`src/rtl/pin_irq_pkg.sv`:
```
package pin_irq_pkg;
   localparam int unsigned MAX_PINS = 64;

   // Edge qualifier for one pin given the previous and current level
   function automatic logic edge_match(input logic prev, input logic cur,
                                       input logic pol, input logic both);
      logic rise, fall;
      rise = cur & ~prev;
      fall = ~cur & prev;
      return both ? (rise | fall) : (pol ? rise : fall);
   endfunction
endpackage

```
`src/rtl/pin_irq_cell.sv`:
```
module pin_irq_cell
   import pin_irq_pkg::*;
(
   input  logic clk,
   input  logic rst_n,
   input  logic armed,
   input  logic lvl,
   input  logic en,
   input  logic edge_sel,
   input  logic pol,
   input  logic both,
   input  logic eoi,
   output logic raw
);
   logic prev_q;
   logic flag_q;
   logic hit;

   assign hit = armed & en & edge_sel & edge_match(prev_q, lvl, pol, both);

   always_ff @(posedge clk or negedge rst_n) begin
      if (!rst_n) begin
         prev_q <= 1'b0;
         flag_q <= 1'b0;
      end else begin
         prev_q <= lvl;
         if (!en || !edge_sel)
            flag_q <= 1'b0;
         else if (hit)
            flag_q <= 1'b1;
         else if (eoi)
            flag_q <= 1'b0;
      end
   end

   always_comb begin
      if (!en)
         raw = 1'b0;
      else if (edge_sel)
         raw = flag_q;
      else
         raw = (lvl == pol);
   end

   AST_DISABLED_QUIET: assert property (@(posedge clk) disable iff (!rst_n)
      !en |-> !raw);
   AST_LEVEL_NOT_HELD: assert property (@(posedge clk) disable iff (!rst_n)
      (en && !edge_sel && (lvl != pol)) |-> !raw);
   AST_EOI_CLEARS: assert property (@(posedge clk) disable iff (!rst_n)
      (eoi && !hit) |=> !flag_q);
   AST_NEW_EDGE_WINS: assert property (@(posedge clk) disable iff (!rst_n)
      (hit && eoi && $stable(en) && $stable(edge_sel)) |=> (flag_q || !en || !edge_sel));
endmodule

```
`src/rtl/pin_irq_merge.sv`:
```
module pin_irq_merge #(
   parameter int unsigned NPIN    = 32,
   parameter bit          IRQ_REG = 1'b0
) (
   input  logic            clk,
   input  logic            rst_n,
   input  logic [NPIN-1:0] raw,
   input  logic [NPIN-1:0] mask,
   output logic [NPIN-1:0] masked,
   output logic            irq
);
   logic any_set;

   assign masked  = raw & ~mask;
   assign any_set = |masked;

   generate
      if (IRQ_REG) begin : g_reg
         logic irq_q;
         always_ff @(posedge clk or negedge rst_n) begin
            if (!rst_n) irq_q <= 1'b0;
            else        irq_q <= any_set;
         end
         assign irq = irq_q;
      end else begin : g_comb
         assign irq = any_set;
      end
   endgenerate

   AST_MASK_HIDES: assert property (@(posedge clk) disable iff (!rst_n)
      (masked & mask) == '0);
   AST_IRQ_NEEDS_STATUS: assert property (@(posedge clk) disable iff (!rst_n)
      (irq && !IRQ_REG) |-> (masked != '0));
endmodule

```
`src/rtl/pin_irq_detect.sv`:
```
module pin_irq_detect
   import pin_irq_pkg::*;
#(
   parameter int unsigned NPIN    = 32,
   parameter bit          IRQ_REG = 1'b0
) (
   input  logic            clk,
   input  logic            rst_n,
   input  logic [NPIN-1:0] pin_lvl,
   input  logic [NPIN-1:0] irq_en,
   input  logic [NPIN-1:0] irq_mask,
   input  logic [NPIN-1:0] edge_sel,
   input  logic [NPIN-1:0] trig_pol,
   input  logic [NPIN-1:0] trig_both,
   input  logic [NPIN-1:0] eoi,
   output logic [NPIN-1:0] raw_stat,
   output logic [NPIN-1:0] mask_stat,
   output logic            irq
);
   generate
      if (NPIN < 1 || NPIN > MAX_PINS) begin : g_bad_npin
         $error("pin_irq_detect: NPIN out of range");
      end
   endgenerate

   logic armed_q;

   always_ff @(posedge clk or negedge rst_n) begin
      if (!rst_n) armed_q <= 1'b0;
      else        armed_q <= 1'b1;
   end

   generate
      for (genvar i = 0; i < NPIN; i++) begin : g_pin
         pin_irq_cell u_cell (
            .clk      (clk),
            .rst_n    (rst_n),
            .armed    (armed_q),
            .lvl      (pin_lvl[i]),
            .en       (irq_en[i]),
            .edge_sel (edge_sel[i]),
            .pol      (trig_pol[i]),
            .both     (trig_both[i]),
            .eoi      (eoi[i]),
            .raw      (raw_stat[i])
         );
      end
   endgenerate

   pin_irq_merge #(.NPIN(NPIN), .IRQ_REG(IRQ_REG)) u_merge (
      .clk    (clk),
      .rst_n  (rst_n),
      .raw    (raw_stat),
      .mask   (irq_mask),
      .masked (mask_stat),
      .irq    (irq)
   );

   AST_NO_FIRST_EDGE: assert property (@(posedge clk) disable iff (!rst_n)
      !armed_q |=> ((raw_stat & edge_sel & irq_en) == '0 || !$stable(edge_sel) || !$stable(irq_en)));
endmodule

```
`config.mk`:
```
export PLATFORM = sky130hd
export DESIGN_NAME = pin_irq_detect
export DESIGN_NICKNAME = d
export VERILOG_FILES = /design/src/rtl/pin_irq_pkg.sv /design/src/rtl/pin_irq_cell.sv /design/src/rtl/pin_irq_merge.sv /design/src/rtl/pin_irq_detect.sv
export SDC_FILE = /design/constraint.sdc
export NUM_CORES = 1
export LEC_CHECK = 0
export BUFFER_PORTS_ARGS = -buffer_cell sky130_fd_sc_hd__buf_2
export CAP_MARGIN = 0
export CORE_ASPECT_RATIO = 2
export CORE_MARGIN = 8
export CORE_UTILIZATION = 50
export DETAILED_ROUTE_END_ITERATION = 10
export PLACE_DENSITY = 0.88
export SLEW_MARGIN = 20
export SYNTH_ARGS = -nofsm -noshare
export SYNTH_HDL_FRONTEND = slang
export SYNTH_SLANG_ARGS = --single-unit
```
`constraint.sdc`:
```
create_clock -name clk -period 4.13 [get_ports clk]
set_input_delay 0 -clock clk [delete_from_list [all_inputs] [get_ports clk]]
set_output_delay 0 -clock clk [all_outputs]
set_load 0.005 [all_outputs]
```
==> flow_summary.toml, run 1 <==
[logic_synthesis]
synth_cells = 638
ys_warn_count = 0
synth_fp_nets = 928
synth_top_cell_area_share_pct = 29.76
synth.distinct_cells = 29
seq_area_frac_synth_pct = 29.76
synth_area_leaders = "dfrtp_1 (30%), ha_1 (15%), mux2_2 (6.6%)"
synth_top_cell_by_area = "dfrtp_1"
avgSynthCellArea_um2 = 8.566
syn_area_um2 = 5465
synth-seq-cells = 65

[timing]
finalSetupTns_ns = 0
period_share_pct = 52.34
maxSlewHeadroom_pct = 48.70
rsz0062_at_grt = "false"
slew_viol_final = 0
setup_violations = 0
finalHoldViolations = 0
fmax_ghz = 0.4626
worstMarginPinSlew_ns = 0.7695
fin_crit_ns = 2.162
clock_skew_ns = 0.01583

[cts]
cts_root_buf = "clkbuf_16"
clock_sinks = 65
cts_tree = "yes"
numCtsBuffers = 9
clk_pin_slew_ns = 0.06
cts_max_path_buffers = 2
post_cts_resized = 0
cts_max_level = 3
clock_latency_ns = 0.33

[floorplan]
ios = 291
fp.dieArea_um2 = 14730
start_util_pct = 50.56
core_area_um2 = 10810
rows = 54
die_x_um = 89.93
dieHeight_um = 163.9

[critical_path]
timing.rr.start = "armed_q"
crit_arrival_ns = 2.41
cp_num_buf_inv = 2
cp_data_required_time_ns = 4.38
cp_slowest_stage_delay_ns = 0.71
cp_slowest_cell = "dfrtp_1"
rrSetupSlack_ns = 1.97
worstRegToRegCells = 4
path_class = "register to register"
worstSetupStartpoint = "armed_q"
cp-end-kind = "register"
critPathTopFamily = "buffers and inverters"
critPathMaxFanout = 18
r2r_end = "g_pin[15].u_cell.flag_q"
cp_cell_sequence = "buf_4, o211ai_1, a21oi_1, dlygate4sd3_1"
start_kind = "register"

[drt]
wl_per_cell_um = 18.82
viasPerCell = 5.441
ant_nets = 0
via_count = 6426
wl_mm = 22.23
drtIter0Drc = 296
first_pass_iters = 7
drc = 0

[run]
max_cap_viol_count = 0

[final_layout]
area_delta_synth_final_pct = 54.30
fin_area_um2 = 8433
nNetsFinal = 1323
fillers = 658
drive_gt1_share_pct = 32.69

[placed_design]
io_buffers = 290
gp_congestion = 0.9205
place_area_um2 = 6855
hpwl_mm = 14.73

[hold_path]
hp-class = "input port to async pin"

[power]
power_w = 0.002006
p_leak_nw = 4.570
ir_drop_v = 0.0002265
p_per_area_nw_per_um2 = 237.9

[grt]
overflow = 0
grt_usage_pct = 29.08
antenna_found_initial = 3
grt_pass1_wl_mm = 34.62
grt_max_degree = 37
grt_pass1_vias = 7031

[status]
status = "complete, no violations"
-- repair_timing --
action / in CTS / in global routing
hold endpoints to repair: 93 / 0
setup buffers: 0 / 0
endpoints found under the setup margin: 0 / 0
hold buffers: 127 / 0
-- cell type report --
class | instances | area, um^2 | area share (%)
multi-input combinational | 457 | 3283 | 38.93
timing repair buffer | 419 | 2738 | 32.46
sequential | 65 | 1627 | 19.29
inverter | 81 | 304.0 | 3.605
clock buffer | 12 | 256.5 | 3.042
tap | 140 | 175.2 | 2.077
clock inverter | 3 | 40.04 | 0.4748
antenna | 4 | 10.01 | 0.1187
-- Yosys cell counts, drive strengths merged --
| master | instances |
|---|---|
| ha | 64 |
| o211ai | 32 |
| nand3b | 4 |
| nand4b | 12 |
| xor2 | 32 |
| a22oi | 5 |
| dfrtp | 65 |
| and2 | 33 |
| nor2b | 13 |
| clkbuf | 3 |
| and3 | 1 |
| or4 | 1 |
| a32oi | 1 |
| a22o | 1 |
| and3b | 2 |
| nor4 | 3 |
| o41ai | 12 |
| o21ai | 20 |
| inv | 81 |
| mux2 | 32 |
| nand4 | 1 |
| nor2 | 24 |
| conb | 1 |
| buf | 32 |
| and4 | 3 |
| nand2b | 32 |
| nand2 | 84 |
| a21oi | 44 |
-- power breakdown --
| group | switching, W | leakage (nW) | internal, W |
|---|---|---|---|
| sequential | 0.0000208 | 0.823 | 0.000665 |
| clock | 0.000269 | 0.148 | 0.000495 |
| combinational | 0.000268 | 3.60 | 0.000289 |
-- cells in the final DEF, fill, tap and decap left out, types with 5 or more instances in the layout --
cell type,Yosys,layout
o211ai_1,32,32
inv_1,81,81
buf_2,0,290
nand2b_1,32,32
nor2_1,24,24
o21ai_0,20,20
nand2_1,84,84
clkbuf_16,0,9
nand4b_1,12,12
a21oi_1,44,44
xor2_1,32,32
and2_1,33,33
ha_1,64,64
mux2_2,32,32
nor2b_1,13,13
o41ai_1,12,12
dlygate4sd3_1,0,127
dfrtp_1,65,65
a22oi_1,5,5
-- worst max-delay path by stage --
stage / to / cells after the start
3_5_place_dp: irq / 6
3_3_place_gp: irq / 6
4_1_cts: irq / 8
6_report: g_pin[15].u_cell.flag_q / 4
5_1_grt: irq / 8
2_1_floorplan: irq / 5
-- worst reg2reg max path: stages (launching register included) --
cell and delay, ns:
dfrtp_1 0.71, buf_4 0.38, o211ai_1 0.17, a21oi_1 0.21, dlygate4sd3_1 0.61
-- registers in the layout, summed over array words and instances, names as in the netlist --
signal	count
g_pin.u_cell.flag_q	32
armed_q	1
g_pin.u_cell.prev_q	32
-- logic make-up (layout without fill, tap and decap cells) --
kind of cell,after synthesis,in the layout,share of synthesized area [%]
simple gates,213,213,20.44
xor+xnor,32,32,5.128
fa+ha+maj,64,64,14.65
compound gates,115,115,13.19
buf+inv,116,515,10.16
mux,32,32,6.593
other cells,1,5,0.06862
flops,65,65,29.76
-- layer usage --
layer	share of wire, %	track usage (%)	vias up
met5	0	0	-
met4	6.1	19.68	0
met3	7.7	7.780	106
met2	53	53.13	385
met1	33	27.92	3025
li1	-	-	2910
-- per-stage QoR --
stage | setup slack (ns) | instances | util [%] | hold slack (ns)
2_1_floorplan | 2.716 | 638 | - | -0.2956
3_3_place_gp | 2.392 | 1035 | 63.41 | 0.09052
3_5_place_dp | 2.398 | 1035 | 63.41 | 0.09900
4_1_cts | 1.939 | 1177 | 77.92 | 0.2875
5_1_grt | 1.870 | 1180 | 77.99 | 0.3203
6_report | 1.968 | 1181 | 78.01 | 0.2833
Power figures use the tool's default switching activity.
==> run 2, diff against run 1 <==
--- a/config.mk
+++ b/config.mk
@@ -9,9 +9,9 @@
 export CAP_MARGIN = 0
 export CORE_ASPECT_RATIO = 2
 export CORE_MARGIN = 8
-export CORE_UTILIZATION = 50
+export CORE_UTILIZATION = 46
 export DETAILED_ROUTE_END_ITERATION = 10
-export PLACE_DENSITY = 0.88
+export PLACE_DENSITY = 0.82
 export SLEW_MARGIN = 20
 export SYNTH_ARGS = -nofsm -noshare
 export SYNTH_HDL_FRONTEND = slang
==> constraint.sdc (replaced) <==
create_clock -name clk -period 2.2 [get_ports clk]
set_input_delay 0 -clock clk [delete_from_list [all_inputs] [get_ports clk]]
set_output_delay 0 -clock clk [all_outputs]
set_load 0.005 [all_outputs]
==> run 2 against run 1 <==
Net effect:
- via count down 5.0%
- worst hold slack better by 0.011 ns
- critical path depth rose by 4
==> flow_summary.toml, run 2 (synthesis gave the netlist of run 1 again) <==
[drt]
first_pass_iters = 4
viasPerCell = 5.142
drc = 0
wl_mm = 20.43
wl_per_cell_um = 17.21
drtIter0Drc = 216
via_count = 6103
ant_nets = 0

[floorplan]
ios = 291
start_util_pct = 46.99
rows = 56
dieHeight_um = 170.2
core_area_um2 = 11630
fp.dieArea_um2 = 15840
die_x_um = 93.08

[power]
p_leak_nw = 4.580
p_per_area_nw_per_um2 = 424.7
power_w = 0.003601
ir_drop_v = 0.0004621

[final_layout]
final_common_cell = "buf_2"
reg.largest.list = "g_pin.u_cell.flag_q: 32 flops, g_pin.u_cell.prev_q: 32 flops, armed_q: 1 flops"
layout_common_cells = "buf_2 (289), dlygate4sd3_1 (128), nand2_1 (84)"
drive_gt1_share_pct = 33.11
nNetsFinal = 1325
area_delta_synth_final_pct = 55.15

[critical_path]
cp_slowest_stage_delay_ns = 0.57
critPathMaxFanout = 4
start_kind = "input port"
cp-end-kind = "primary output"
r2r_end = "g_pin[9].u_cell.flag_q"
crit_top_cell = "buf_2"
rrSetupSlack_ns = 0.35
cp_cell_sequence = "dlygate4sd3_1, buf_2, xor2_1, o41ai_1, nor4_1, and4_1, nand4_1, buf_2"
cp_data_required_time_ns = 2.20
timing.rr.start = "armed_q"
path_class = "input port to primary output"
cp_slowest_cell = "dlygate4sd3_1"
crit_arrival_ns = 2.17
worstRegToRegCells = 4

[hold_path]
hp-class = "input port to async pin"

[timing]
whs_ns = 0.2942
slew_viol_final = 0
finalHoldViolations = 0
fin_crit_ns = 2.171
fmax_ghz = 0.4606
clock_skew_ns = 0.009964
finalSetupTns_ns = 0
worstMarginPinSlew_ns = 0.7650
rsz0062_at_grt = "true"
setup_ws_ns = 0.02870
setup_violations = 0
period_share_pct = 98.70
maxSlewHeadroom_pct = 49.00

[grt]
grt_max_degree = 37
overflow = 0
grt_pass1_vias = 6766
grt_pass1_wl_mm = 31.68
antenna_found_initial = 4
grt_usage_pct = 25.16

[cts]
cts_root_buf = "clkbuf_16"
numCtsBuffers = 9
cts_max_level = 3
clk_pin_slew_ns = 0.06
cts_tree = "yes"
cts_max_path_buffers = 2
clock_sinks = 65
clock_latency_ns = 0.32

[placed_design]
gp_congestion = 0.9439
hpwl_mm = 14.74
post-place-ws_ns = 0.2596
io_buffers = 290

[status]
status = "complete, no violations"

[run]
max_cap_viol_count = 0
==> run 2: cell count changes in the layout (fill, tap and decap cells not counted), sizes merged <==
cell,previous run,this run
buf,292,293
bufinv,1,0
clkinvlp,0,1
diode,4,3
dlygate4sd3,127,128
==> run 2: how the worst max path moves through the flow <==
| stage | end | from | slack (ns) |
|---|---|---|---|
| 2_1_floorplan | irq | g_pin[1].u_cell.flag_q | 0.79 |
| 3_3_place_gp | irq | g_pin[1].u_cell.flag_q | 0.32 |
| 3_5_place_dp | irq | g_pin[1].u_cell.flag_q | 0.26 |
| 4_1_cts | irq | pin_lvl[29] | 0.01 |
| 5_1_grt | irq | pin_lvl[28] | -0.07 |
| 6_report | irq | pin_lvl[12] | 0.03 |
==> run 2: worst max-delay path: cells and delay by family <==
kind	cells	cell delay [ns]
AO/OA/AOI/OAI	1	0.15
XOR/XNOR	1	0.28
buffers and inverters	3	0.90
AND/OR/NAND/NOR	3	0.84
==> run 2: per-stage QoR <==
| stage | util [%] | cell area [um^2] | instances |
|---|---|---|---|
| 3_5_place_dp | 59.17 | 6882 | 1041 |
| 2_1_floorplan | - | 5465 | 638 |
| 5_1_grt | 72.90 | 8479 | 1187 |
| 6_report | 72.90 | 8479 | 1187 |
| 4_1_cts | 72.53 | 8436 | 1184 |
| 3_3_place_gp | 59.17 | 6882 | 1041 |
==> run 2: power breakdown <==
group	switching [W]	leakage, nW	internal (W)	total, W
Clock	0.000497	0.128	0.000783	0.00128
Sequential	0.0000349	0.823	0.00125	0.00128
Combinational	0.000485	3.63	0.000552	0.00104
Total	0.00102	4.58	0.00258	0.00360
==> run 2: area by class of cell <==
| type | instances | area [um^2] |
|---|---|---|
| tap | 145 | 181.4 |
| inverter | 81 | 304.0 |
| multi-input combinational | 457 | 3326 |
| sequential | 65 | 1627 |
| clock inverter | 3 | 17.52 |
| antenna | 3 | 7.507 |
| fill | 793 | 3152 |
| clock buffer | 12 | 246.5 |
| timing repair buffer | 421 | 2770 |
==> run 2: metal layers <==
metal  GRT usage [%]  part of all wire [%]  vias to the layer above
met1           23.83                    33                     2852
met3           6.443                   6.7                       83
met4           16.67                   5.5                        2
li1                -                     -                     2899
met5               0                 0.083                        -
met2           45.95                    54                      267
==> run 2: timing repair <==
action / in CTS / in global routing
resized for setup: 1 / 6
endpoints found under the setup margin: 1 / 1
hold buffers: 128 / 0
endpoints found under the hold margin: 93 / 0
pin swaps: 1 / 4
setup buffers: 0 / 0
